==> config.mk <==
export PLATFORM = sky130hd
export DESIGN_NAME = ers_pointer_ctrl
export DESIGN_NICKNAME = d
export VERILOG_FILES = /design/src/rtl/ers_pkg.sv /design/src/rtl/ers_limit.sv /design/src/rtl/ers_timebase.sv /design/src/rtl/ers_ptrgen.sv /design/src/rtl/ers_pointer_ctrl.sv
export SDC_FILE = /design/constraint.sdc
export NUM_CORES = 1
export LEC_CHECK = 0
export ABC_AREA = 1
export BUFFER_PORTS_ARGS = -buffer_cell sky130_fd_sc_hd__clkbuf_2
export CORE_UTILIZATION = 50
export DETAILED_ROUTE_END_ITERATION = 16
export GPL_ROUTABILITY_DRIVEN = 0
export GPL_TIMING_DRIVEN = 0
export PLACE_DENSITY = 0.73
export SYNTH_ARGS = -nofsm -noshare
export SYNTH_HDL_FRONTEND = slang
export SYNTH_SLANG_ARGS = --single-unit
==> constraint.sdc <==
create_clock -name clk -period 9.8 [get_ports clk]
set_input_delay 1.47 -clock clk [delete_from_list [all_inputs] [get_ports clk]]
set_output_delay 1.47 -clock clk [all_outputs]
set_load 0.05 [all_outputs]
==> src/rtl/ers_pkg.sv <==
package ers_pkg;
  localparam int HDR_BUF_ROWS = 70;

  // Ratio code to log2 of the T1/T2 ratio: 0..3 -> 2..5
  function automatic logic [2:0] ratio_shift(input logic [1:0] code);
    return {1'b0, code} + 3'd2;
  endfunction
endpackage

==> src/rtl/ers_limit.sv <==
module ers_limit
  import ers_pkg::*;
#(
  parameter int ROW_W   = 12,
  parameter int HDR_BUF = HDR_BUF_ROWS
) (
  input  logic [ROW_W-1:0] frame_len,
  input  logic [ROW_W-1:0] coarse,
  input  logic             hdr_en,
  input  logic [1:0]       ratio_code,
  output logic [ROW_W-1:0] t1,
  output logic [ROW_W-1:0] t2,
  output logic [ROW_W-1:0] frame_rows
);
  localparam int EW = ROW_W + 7;
  localparam logic [EW-1:0] BUF_E   = EW'(HDR_BUF);
  localparam logic [EW-1:0] BUF_P1  = EW'(HDR_BUF + 1);
  localparam logic [EW-1:0] LIN_MAX = EW'((1 << ROW_W) - 2);
  localparam logic [EW-1:0] ONE     = EW'(1);

  logic [2:0]    sh;
  logic [EW-1:0] fl_e, co_e, cap_r, cap_f, hi, lo, v, s;

  always_comb begin
    sh    = ratio_shift(ratio_code);
    fl_e  = EW'(frame_len);
    co_e  = EW'(coarse);
    cap_r = BUF_E << sh;                       // line-buffer bound
    cap_f = (fl_e > BUF_P1) ? fl_e - BUF_P1 : '0; // frame-length bound
    hi    = (cap_r < cap_f) ? cap_r : cap_f;
    lo    = ONE << (sh - 3'd1);                // ratio / 2
    if (hdr_en) begin
      v = co_e;
      if (v > hi) v = hi;
      if (v < lo) v = lo;
      s = v >> sh;
      if (s == '0) s = ONE;
      t1         = ROW_W'(v);
      t2         = ROW_W'(s);
      frame_rows = frame_len;
    end else begin
      v = (co_e == '0) ? ONE : co_e;
      if (v > LIN_MAX) v = LIN_MAX;
      s          = '0;
      t1         = ROW_W'(v);
      t2         = ROW_W'(s);
      frame_rows = (v >= fl_e) ? ROW_W'(v + ONE) : frame_len;
    end
  end
endmodule

==> src/rtl/ers_timebase.sv <==
module ers_timebase #(
  parameter int PIX_W = 16,
  parameter int ROW_W = 12
) (
  input  logic             clk,
  input  logic             rst,
  input  logic [PIX_W-1:0] line_len,
  input  logic [ROW_W-1:0] frame_rows,
  output logic [PIX_W-1:0] pcnt,
  output logic [ROW_W-1:0] rcnt,
  output logic             frame_last
);
  logic row_last;

  assign row_last   = (pcnt == line_len - PIX_W'(1));
  assign frame_last = row_last && (rcnt == frame_rows - ROW_W'(1));

  always_ff @(posedge clk) begin
    if (rst) begin
      pcnt <= '0;
      rcnt <= '0;
    end else if (row_last) begin
      pcnt <= '0;
      rcnt <= frame_last ? '0 : rcnt + ROW_W'(1);
    end else begin
      pcnt <= pcnt + PIX_W'(1);
    end
  end

  AST_PCNT_IN_ROW: assert property (@(posedge clk) disable iff (rst)
    (line_len >= PIX_W'(2)) |-> (pcnt < line_len));
  AST_RCNT_IN_FRAME: assert property (@(posedge clk) disable iff (rst)
    (frame_rows != '0) |-> (rcnt < frame_rows));
endmodule

==> src/rtl/ers_ptrgen.sv <==
module ers_ptrgen
  import ers_pkg::*;
#(
  parameter int PIX_W    = 16,
  parameter int ROW_W    = 12,
  parameter int ACT_ROWS = 1536,
  parameter int ACT_COLS = 2048,
  parameter int HDR_BUF  = HDR_BUF_ROWS
) (
  input  logic             clk,
  input  logic             rst,
  input  logic [PIX_W-1:0] pcnt,
  input  logic [ROW_W-1:0] rcnt,
  input  logic [PIX_W-1:0] line_len,
  input  logic [ROW_W-1:0] frame_rows,
  input  logic [ROW_W-1:0] t1,
  input  logic [ROW_W-1:0] t2,
  input  logic             hdr,
  output logic             frame_valid,
  output logic             line_valid,
  output logic             read_stb,
  output logic [ROW_W-1:0] read_row,
  output logic             t1_stb,
  output logic [ROW_W-1:0] t1_row,
  output logic             t2_stb,
  output logic [ROW_W-1:0] t2_row
);
  localparam logic [ROW_W:0] ACT_R = (ROW_W+1)'(ACT_ROWS);
  localparam logic [PIX_W:0] ACT_C = (PIX_W+1)'(ACT_COLS);

  logic [ROW_W:0] s1, s2, fr_e;
  logic           row_vis, at_start, at_half;

  always_comb begin
    fr_e = {1'b0, frame_rows};
    s1   = {1'b0, rcnt} + {1'b0, t1};
    if (s1 >= fr_e) s1 = s1 - fr_e;
    s2   = {1'b0, rcnt} + {1'b0, t2};
    if (s2 >= fr_e) s2 = s2 - fr_e;
    row_vis  = {1'b0, rcnt} < ACT_R;
    at_start = (pcnt == '0);
    at_half  = (pcnt == (line_len >> 1));
  end

  always_ff @(posedge clk) begin
    if (rst) begin
      frame_valid <= 1'b0;
      line_valid  <= 1'b0;
      read_stb    <= 1'b0;
      read_row    <= '0;
      t1_stb      <= 1'b0;
      t1_row      <= '0;
      t2_stb      <= 1'b0;
      t2_row      <= '0;
    end else begin
      frame_valid <= row_vis;
      line_valid  <= row_vis && ({1'b0, pcnt} < ACT_C);
      read_stb    <= row_vis && at_start;
      read_row    <= rcnt;
      t1_stb      <= at_start && (s1 < ACT_R);
      t1_row      <= s1[ROW_W-1:0];
      t2_stb      <= hdr && at_half && (s2 < ACT_R);
      t2_row      <= s2[ROW_W-1:0];
    end
  end

  // Checker state: previous read row
  logic [ROW_W-1:0] last_rd;
  always_ff @(posedge clk) begin
    if (rst) last_rd <= '0;
    else if (read_stb) last_rd <= read_row;
  end

  AST_LV_IN_FV: assert property (@(posedge clk) disable iff (rst)
    line_valid |-> frame_valid);
  AST_RD_SEQ: assert property (@(posedge clk) disable iff (rst)
    (read_stb && read_row != '0) |-> (read_row == last_rd + ROW_W'(1)));
  AST_T2_APART: assert property (@(posedge clk) disable iff (rst)
    t2_stb |-> !read_stb);
  AST_T2_HDR_ONLY: assert property (@(posedge clk) disable iff (rst)
    t2_stb |-> $past(hdr));
  AST_T2_CAP: assert property (@(posedge clk) disable iff (rst)
    hdr |-> (t2 >= ROW_W'(1) && t2 <= ROW_W'(HDR_BUF)));
  AST_T1_MIN: assert property (@(posedge clk) disable iff (rst)
    t1 >= ROW_W'(1));
endmodule

==> src/rtl/ers_pointer_ctrl.sv <==
module ers_pointer_ctrl
  import ers_pkg::*;
#(
  parameter int PIX_W    = 16,
  parameter int ROW_W    = 12,
  parameter int ACT_ROWS = 1536,
  parameter int ACT_COLS = 2048,
  parameter int HDR_BUF  = HDR_BUF_ROWS
) (
  input  logic             clk,
  input  logic             rst,
  input  logic [PIX_W-1:0] cfg_line_len,
  input  logic [ROW_W-1:0] cfg_frame_len,
  input  logic [ROW_W-1:0] cfg_coarse,
  input  logic             cfg_hdr_en,
  input  logic [1:0]       cfg_ratio,
  output logic             frame_valid,
  output logic             line_valid,
  output logic             read_stb,
  output logic [ROW_W-1:0] read_row,
  output logic             t1_rst_stb,
  output logic [ROW_W-1:0] t1_rst_row,
  output logic             t2_rst_stb,
  output logic [ROW_W-1:0] t2_rst_row
);
  logic [ROW_W-1:0] lim_t1, lim_t2, lim_rows;
  logic [PIX_W-1:0] ll_q;
  logic [ROW_W-1:0] rows_q, t1_q, t2_q;
  logic             hdr_q;
  logic [PIX_W-1:0] pcnt;
  logic [ROW_W-1:0] rcnt;
  logic             frame_last;

  ers_limit #(.ROW_W(ROW_W), .HDR_BUF(HDR_BUF)) u_limit (
    .frame_len (cfg_frame_len),
    .coarse    (cfg_coarse),
    .hdr_en    (cfg_hdr_en),
    .ratio_code(cfg_ratio),
    .t1        (lim_t1),
    .t2        (lim_t2),
    .frame_rows(lim_rows)
  );

  // Frame-boundary shadow of the configuration
  always_ff @(posedge clk) begin
    if (rst || frame_last) begin
      ll_q   <= cfg_line_len;
      rows_q <= lim_rows;
      t1_q   <= lim_t1;
      t2_q   <= lim_t2;
      hdr_q  <= cfg_hdr_en;
    end
  end

  ers_timebase #(.PIX_W(PIX_W), .ROW_W(ROW_W)) u_tb (
    .clk       (clk),
    .rst       (rst),
    .line_len  (ll_q),
    .frame_rows(rows_q),
    .pcnt      (pcnt),
    .rcnt      (rcnt),
    .frame_last(frame_last)
  );

  ers_ptrgen #(
    .PIX_W(PIX_W), .ROW_W(ROW_W), .ACT_ROWS(ACT_ROWS),
    .ACT_COLS(ACT_COLS), .HDR_BUF(HDR_BUF)
  ) u_ptr (
    .clk        (clk),
    .rst        (rst),
    .pcnt       (pcnt),
    .rcnt       (rcnt),
    .line_len   (ll_q),
    .frame_rows (rows_q),
    .t1         (t1_q),
    .t2         (t2_q),
    .hdr        (hdr_q),
    .frame_valid(frame_valid),
    .line_valid (line_valid),
    .read_stb   (read_stb),
    .read_row   (read_row),
    .t1_stb     (t1_rst_stb),
    .t1_row     (t1_rst_row),
    .t2_stb     (t2_rst_stb),
    .t2_row     (t2_rst_row)
  );

  AST_CFG_HOLD: assert property (@(posedge clk) disable iff (rst)
    !frame_last |=> ($stable(t1_q) && $stable(ll_q) && $stable(rows_q) && $stable(hdr_q)));
endmodule

==> Word level (Yosys, flattened, before mapping) <==
Cells that the tools add are included.
{ "word_totals": {"register_bits": 122} }
{ "op_classes": {"magnitude_cmp": 12, "addsub": 12, "bitwise_logic": 1, "n_mux": 16, "shifts": 3, "n_reduce_logical": 12, "eq_ne": 3} }
{ "ops": {"columns": ["op", "n"], "rows": [
  ["$mux W19", 8],
  ["$mux W12", 5],
  ["$lt A19 B19 Y1", 2],
  ["$add A12 B12 Y13", 2],
  ["$ge A13 B12 Y1", 2],
  ["$lt A13 B11 Y1 const B", 2],
  ["$mux W13", 2],
  ["$sub A13 B12 Y13", 2],
  ["$add A12 B1 Y12 const B", 2],
  ["$ge A19 B12 Y1", 1],
  ["$gt A12 B19 Y1", 1],
  ["$gt A19 B12 Y1 const B", 1],
  ["$logic_not A19 Y1", 1],
  ["$shl A1 B3 Y19 const A", 1],
  ["$shl A7 B3 Y19 const A", 1],
  ["$shr A19 B3 Y19", 1],
  ["$add A16 B1 Y16 const B", 1],
  ["$eq A16 B15 Y1", 1],
  ["$eq A16 B16 Y1", 1],
  ["$logic_not A16 Y1", 1],
  ["$lt A16 B12 Y1 const B", 1],
  ["$sub A16 B1 Y16 const B", 1],
  ["$sub A12 B7 Y13 const B", 1],
  ["$eq A12 B12 Y1", 1],
  ["other kinds (11)", 17]
]} }

==> Longest topological paths before layout <==
{ "depth": {"word_depth": 13, "ltp_mapped": 50} }

==> Hierarchy <==
Synthesis repeated with hierarchy kept, for this count alone.
{ "hier_totals": {"hier_cells": 1766, "area_unflattened_um2": 11810.1} }
{ "modules_own_cells": {"columns": ["module", "cells_each", "instances", "area_each_um2"], "rows": [
  ["ers_ptrgen", 693, 1, 4327.9],
  ["ers_timebase", 520, 1, 2982.9],
  ["ers_limit", 497, 1, 2896.5],
  ["ers_pointer_ctrl", 56, 1, 1602.8]
]} }

==> Least setup slack after synthesis <==
OpenSTA, ideal clock, no wires.
{ "synth_timing": {"kind": "input -> register", "startpoint": "in cfg_frame_len[0]", "endpoint": "reg t2_q[1], data pin", "slack_ns": 2.625, "t_required_ns": 9.539, "cell_stages": 43, "arrival_ns": 6.914, "cell_sequence": "ha_1 nand2_1 nor2_1 nand3_2 nand2_2 inv_1 nand3_1 ha_1 nand2_1 nor2_1 nor3b_1 nand2_1 nor2_4 nand2_4 nand2_4 buf_4 nand3_1 nand2_1 (+7 left out) a21oi_1 nand2_8 buf_2 o21ai_0 ha_1 a21oi_1 o221ai_1 a21o_1 nor2_4 nand3_4 nand2_1 nand3_1 nand3_1 nand2_1 nor2_2 nand2_2 o21ai_4 nor2_2"} }
{ "synth_between": {"elab_chain_len": 13, "elab_cells_between_ends": 14, "classes_between": "add/sub (1); order compare (4); shift (1); mux (6); reduce/logical (2)"} }
{ "synth_lines": {"columns": ["item", "line_no", "text"], "rows": [
  ["start, declared", "ers_pointer_ctrl.sv:13", "input logic [ROW_W-1:0] cfg_frame_len,"],
  ["$sub A12 B7 Y13 / $gt A12 B7 Y1 (equally long branches)", "ers_limit.sv:29", "cap_f = (fl_e > BUF_P1) ? fl_e - BUF_P1 : '0;"],
  ["$mux W19 *", "ers_limit.sv:29", null],
  ["$lt A19 B19 Y1", "ers_limit.sv:30", "hi = (cap_r < cap_f) ? cap_r : cap_f;"],
  ["$mux W19 *", "ers_limit.sv:30", null],
  ["$gt A12 B19 Y1", "ers_limit.sv:34", "if (v > hi) v = hi;"],
  ["$mux W19 *", "ers_limit.sv:34", null],
  ["$mux W19 *", "ers_limit.sv:32", "if (hdr_en) begin"],
  ["$lt A19 B19 Y1", "ers_limit.sv:35", "if (v < lo) v = lo;"],
  ["$mux W19 *", "ers_limit.sv:35", null],
  ["$mux W19 *", "ers_limit.sv:32", null],
  ["$shr A19 B3 Y19 *", "ers_limit.sv:36", "s = v >> sh;"],
  ["$logic_not A19 Y1", "ers_limit.sv:37", "if (s == '0) s = ONE;"],
  ["$reduce_or A2 Y1 (no source line)", null, null],
  ["end signal, assigned", "ers_pointer_ctrl.sv:50", "t2_q <= lim_t2;"],
  ["end, declared", "ers_pointer_ctrl.sv:28", "logic [ROW_W-1:0] rows_q, t1_q, t2_q;"]
]} }
Mark *: on every way between the ends. The rest lies on a longest branch, timed or not. The select of a mux whose other input is x is not followed.
A chain may end at the register's enable or synchronous reset.

==> Worst setup path after layout <==
{ "layout_timing": {"startpoint": "in cfg_ratio[1]", "endpoint": "reg t2_q[6], data pin"} }
{ "layout_between": {"elab_chain_len": 13, "elab_cells_between_ends": 15, "classes_between": "add/sub (2); order compare (3); shift (3); mux (5); reduce/logical (2)"} }
{ "layout_lines": {"columns": ["item", "line_no", "text"], "rows": [
  ["start, declared", "ers_pointer_ctrl.sv:16", "input logic [1:0] cfg_ratio,"],
  ["$add A2 B2 Y3 *", "ers_pkg.sv:6", "return {1'b0, code} + 3'd2;"],
  ["$shl A7 B3 Y19", "ers_limit.sv:28", "cap_r = BUF_E << sh;"],
  ["$lt A19 B19 Y1", "ers_limit.sv:30", null],
  ["$mux W19", "ers_limit.sv:30", null],
  ["$gt A12 B19 Y1", "ers_limit.sv:34", null],
  ["$mux W19", "ers_limit.sv:34", null],
  ["$mux W19", "ers_limit.sv:32", null],
  ["$lt A19 B19 Y1", "ers_limit.sv:35", null],
  ["$mux W19", "ers_limit.sv:35", null],
  ["$mux W19", "ers_limit.sv:32", null],
  ["$shr A19 B3 Y19 *", "ers_limit.sv:36", null],
  ["$logic_not A19 Y1", "ers_limit.sv:37", null],
  ["$reduce_or A2 Y1 (no source line)", null, null]
]} }
Marked as above.

==> impl_metrics.json <==
{
  "period_share": 0.836,
  "power_density_nw_per_um2": 160,
  "nFillCells": 1808,
  "async_flop_share": 0,
  "routed_via_density": 5.41,
  "grt_pass1_vias": 8489,
  "synthTopCellsByArea": "edfxtp_1 16%, dfxtp_1 14%, ha_1 13%, nand2_1 9.2%, xor2_1 6.2%",
  "cp_slowest_cell": "ha_1",
  "nNetsFinal": 1593,
  "cts_tree": "done",
  "drtIter0Drc": 597,
  "startpoint": "cfg_ratio[1]",
  "grt_overflow_total": 0,
  "fmaxAchievable_ghz": 0.122,
  "maxCapViolCount": 0,
  "maxSlewViolCount": 0,
  "endpoint_kind": "flip-flop",
  "clock_latency_ns": 0.42,
  "synth.largest_area_cell": "edfxtp_1",
  "fin_crit_ns": 8.20,
  "synth.distinct_cells": 55,
  "cts.clk_slew.worst_paths_ns": 0.06,
  "firstDrtPassIters": 8,
  "endpoint": "t2_q[6]",
  "clock-root-buffer": "clkbuf_16",
  "worstReg2RegEnd": "u_ptr.t2_stb",
  "finalWirelength_um": 25500,
  "grt_use_total": 0.260,
  "h-tree-depth": 4,
  "synth_cells": 1334,
  "numCtsBuffers": 17,
  "io_buffers": 84,
  "synth_flop_cell": "dfxtp_1",
  "ir_worst_vdd_mv": 0.134,
  "fin_setup_tns_ns": 0,
  "switching_power_uw": 650,
  "seqPwrFrac": 0.329,
  "synth_commonest_cells": "243 x nand2_1, 162 x inv_1, 117 x nor2_1",
  "num_rows": 51,
  "chipWidth_um": 143,
  "dp_hpwl_um": 20500,
  "rsz0062_at_grt": "false",
  "grt_max_degree": 37,
  "post-cts-setup-buffers": 0,
  "synthesis.area_um2": 9960,
  "swShare": 0.358,
  "drtAntennaViolNets": 0,
  "wl_per_cell_um": 14.9,
  "crit_required_ns": 9.97,
  "yosysMostFrequentCell": "nand2_1",
  "crit_type": "input port to flip-flop",
  "grt_pass1_wl_um": 41100,
  "hold_buffers": 0,
  "clockBufferDepth": 2,
  "syn_avg_cell_area_um2": 7.47,
  "setup_viol": 0,
  "synth_warnings": 0,
  "antenna_found_initial": 0,
  "status": "finished clean",
  "cts_resized": 0,
  "crit_arrival_ns": 8.37,
  "diodes": 0,
  "worst-path-max-fanout": 13,
  "worstReg2RegStart": "t2_q[0]",
  "synth_edf_count": 53,
  "design.core.area_um2": 19500,
  "cts.sinks": 122,
  "synth-seq-cells": 122,
  "vias": 9290,
  "cp-start-kind": "input port",
  "synthToLayoutAreaGrowth_pct": 14.0,
  "initial_core_util": 0.510,
  "hold_class": "flip-flop to flip-flop",
  "crit_top_cell": "nand2_1",
  "dieArea_um2": 20500,
  "yosysSeqAreaShare": 0.298,
  "reg2reg_setup_slack_ns": 4.78,
  "synth_top_area_share": 0.160,
  "p_clk_frac": 0.359,
  "finalHoldViolCount": 0,
  "die_y_um": 143,
  "power_frac_comb": 0.312,
  "worstMarginPinSlew_ns": 0.949,
  "skew_ns": 0.00748,
  "utilization": 0.582,
  "p_int_mw": 1.17,
  "drc_errors": 0,
  "ios": 86,
  "slew_headroom": 0.368,
  "layout-drive-gt1-share": 0.122,
  "slowest_delay_ns": 0.46,
  "r2r_cells": 26,
  "leakage_nw": 5.36
}
==> critical path: cells and delay by family <==
family          cells  cell delay [ns]
simple gates       24             2.07
fa+ha+maj           4             1.43
buf+inv             6             1.33
compound gates      8             2.03
==> through the flow <==
| stage | cells | setup WS, ns | area [um2] | hold WS, ns | total power [mW] |
|---|---|---|---|---|---|
| 2_1_floorplan | 1335 | 2.63 | 9970 | 0.441 | 1.03 |
| 3_3_place_gp | 1684 | 1.34 | 10700 | 0.466 | 1.16 |
| 3_5_place_dp | 1685 | 1.26 | 10700 | 0.491 | 1.17 |
| 4_1_cts | 1717 | 1.69 | 11400 | 0.505 | 1.82 |
| 5_1_grt | 1717 | 1.00 | 11400 | 0.554 | 1.91 |
| 6_report | 1717 | 1.60 | 11400 | 0.500 | 1.82 |
==> how the worst min path moves through the flow <==
stage,startpoint,endpoint,cells after the start
finish,u_tb.pcnt[0],u_tb.pcnt[0],1
global route,u_tb.pcnt[0],u_tb.pcnt[0],1
CTS,u_tb.pcnt[0],u_tb.pcnt[0],1
detailed placement,u_tb.pcnt[0],u_tb.pcnt[0],1
global placement,u_tb.pcnt[0],u_tb.pcnt[0],1
floorplan,u_tb.pcnt[0],u_tb.pcnt[0],1
==> power groups by stage <==
stage | combinational, mW | clock (mW) | sequential, mW
after global placement | 0.547 | 0 | 0.608
after global routing | 0.632 | 0.681 | 0.601
after CTS | 0.562 | 0.658 | 0.598
after floorplan | 0.367 | 0 | 0.668
after detailed placement | 0.559 | 0 | 0.608
final | 0.567 | 0.652 | 0.598
==> routing by layer <==
| metal | track usage | routed length, um | vias up |
|---|---|---|---|
| li1 | - | - | 4698 |
| met1 | 0.329 | 11300 | 4186 |
| met2 | 0.434 | 11900 | 348 |
| met3 | 0.0382 | 1590 | 58 |
| met4 | 0.121 | 792 | 0 |
| met5 | 0 | 0 | - |
==> kinds of logic (layout without fill, tap and decap cells) <==
logic type / after synthesis / in the layout / synth area share
flops: 122 / 122 / 0.298
other cells: 1 / 2 / 0.000376
mux: 1 / 1 / 0.00100
compound gates: 220 / 220 / 0.125
buf+inv: 214 / 331 / 0.0817
simple gates: 575 / 575 / 0.273
fa+ha+maj: 109 / 109 / 0.140
xor+xnor: 92 / 92 / 0.0809
==> cells in the final DEF (no fill, tap or decap), types with 16 or more instances in the layout <==
master and count:
dfxtp_1 69, nor2_1 117, clkbuf_2 85, nand3_1 81
clkbuf_1 35, xnor2_1 22, o21ai_0 78, nand4_1 28
nor4_1 16, nor3_1 24, clkbuf_16 17, ha_1 105
xor2_1 70, a21oi_1 83, nand2_1 243, edfxtp_1 53
inv_1 162
==> registers in the layout (all words and copies together) (netlist names) <==
register / flops
u_ptr.t1_stb: 1
u_ptr.frame_valid: 1
u_ptr.t2_stb: 1
ll_q: 16
u_ptr.read_row: 12
u_tb.pcnt: 16
u_ptr.t1_row: 12
u_ptr.line_valid: 1
u_ptr.t2_row: 12
u_ptr.read_stb: 1
t2_q: 12
hdr_q: 1
u_tb.rcnt: 12
t1_q: 12
rows_q: 12
==> cell type report <==
type | instances | area, um2 | share of cell area
timing repair buffer | 85 | 448 | 0.0394
inverter | 173 | 654 | 0.0576
buffer | 41 | 161 | 0.0142
clock buffer | 17 | 425 | 0.0374
clock inverter | 15 | 189 | 0.0166
tap | 265 | 332 | 0.0292
multi-input combinational | 999 | 6180 | 0.544
sequential | 122 | 2970 | 0.262
Power figures use the tool's default switching activity.
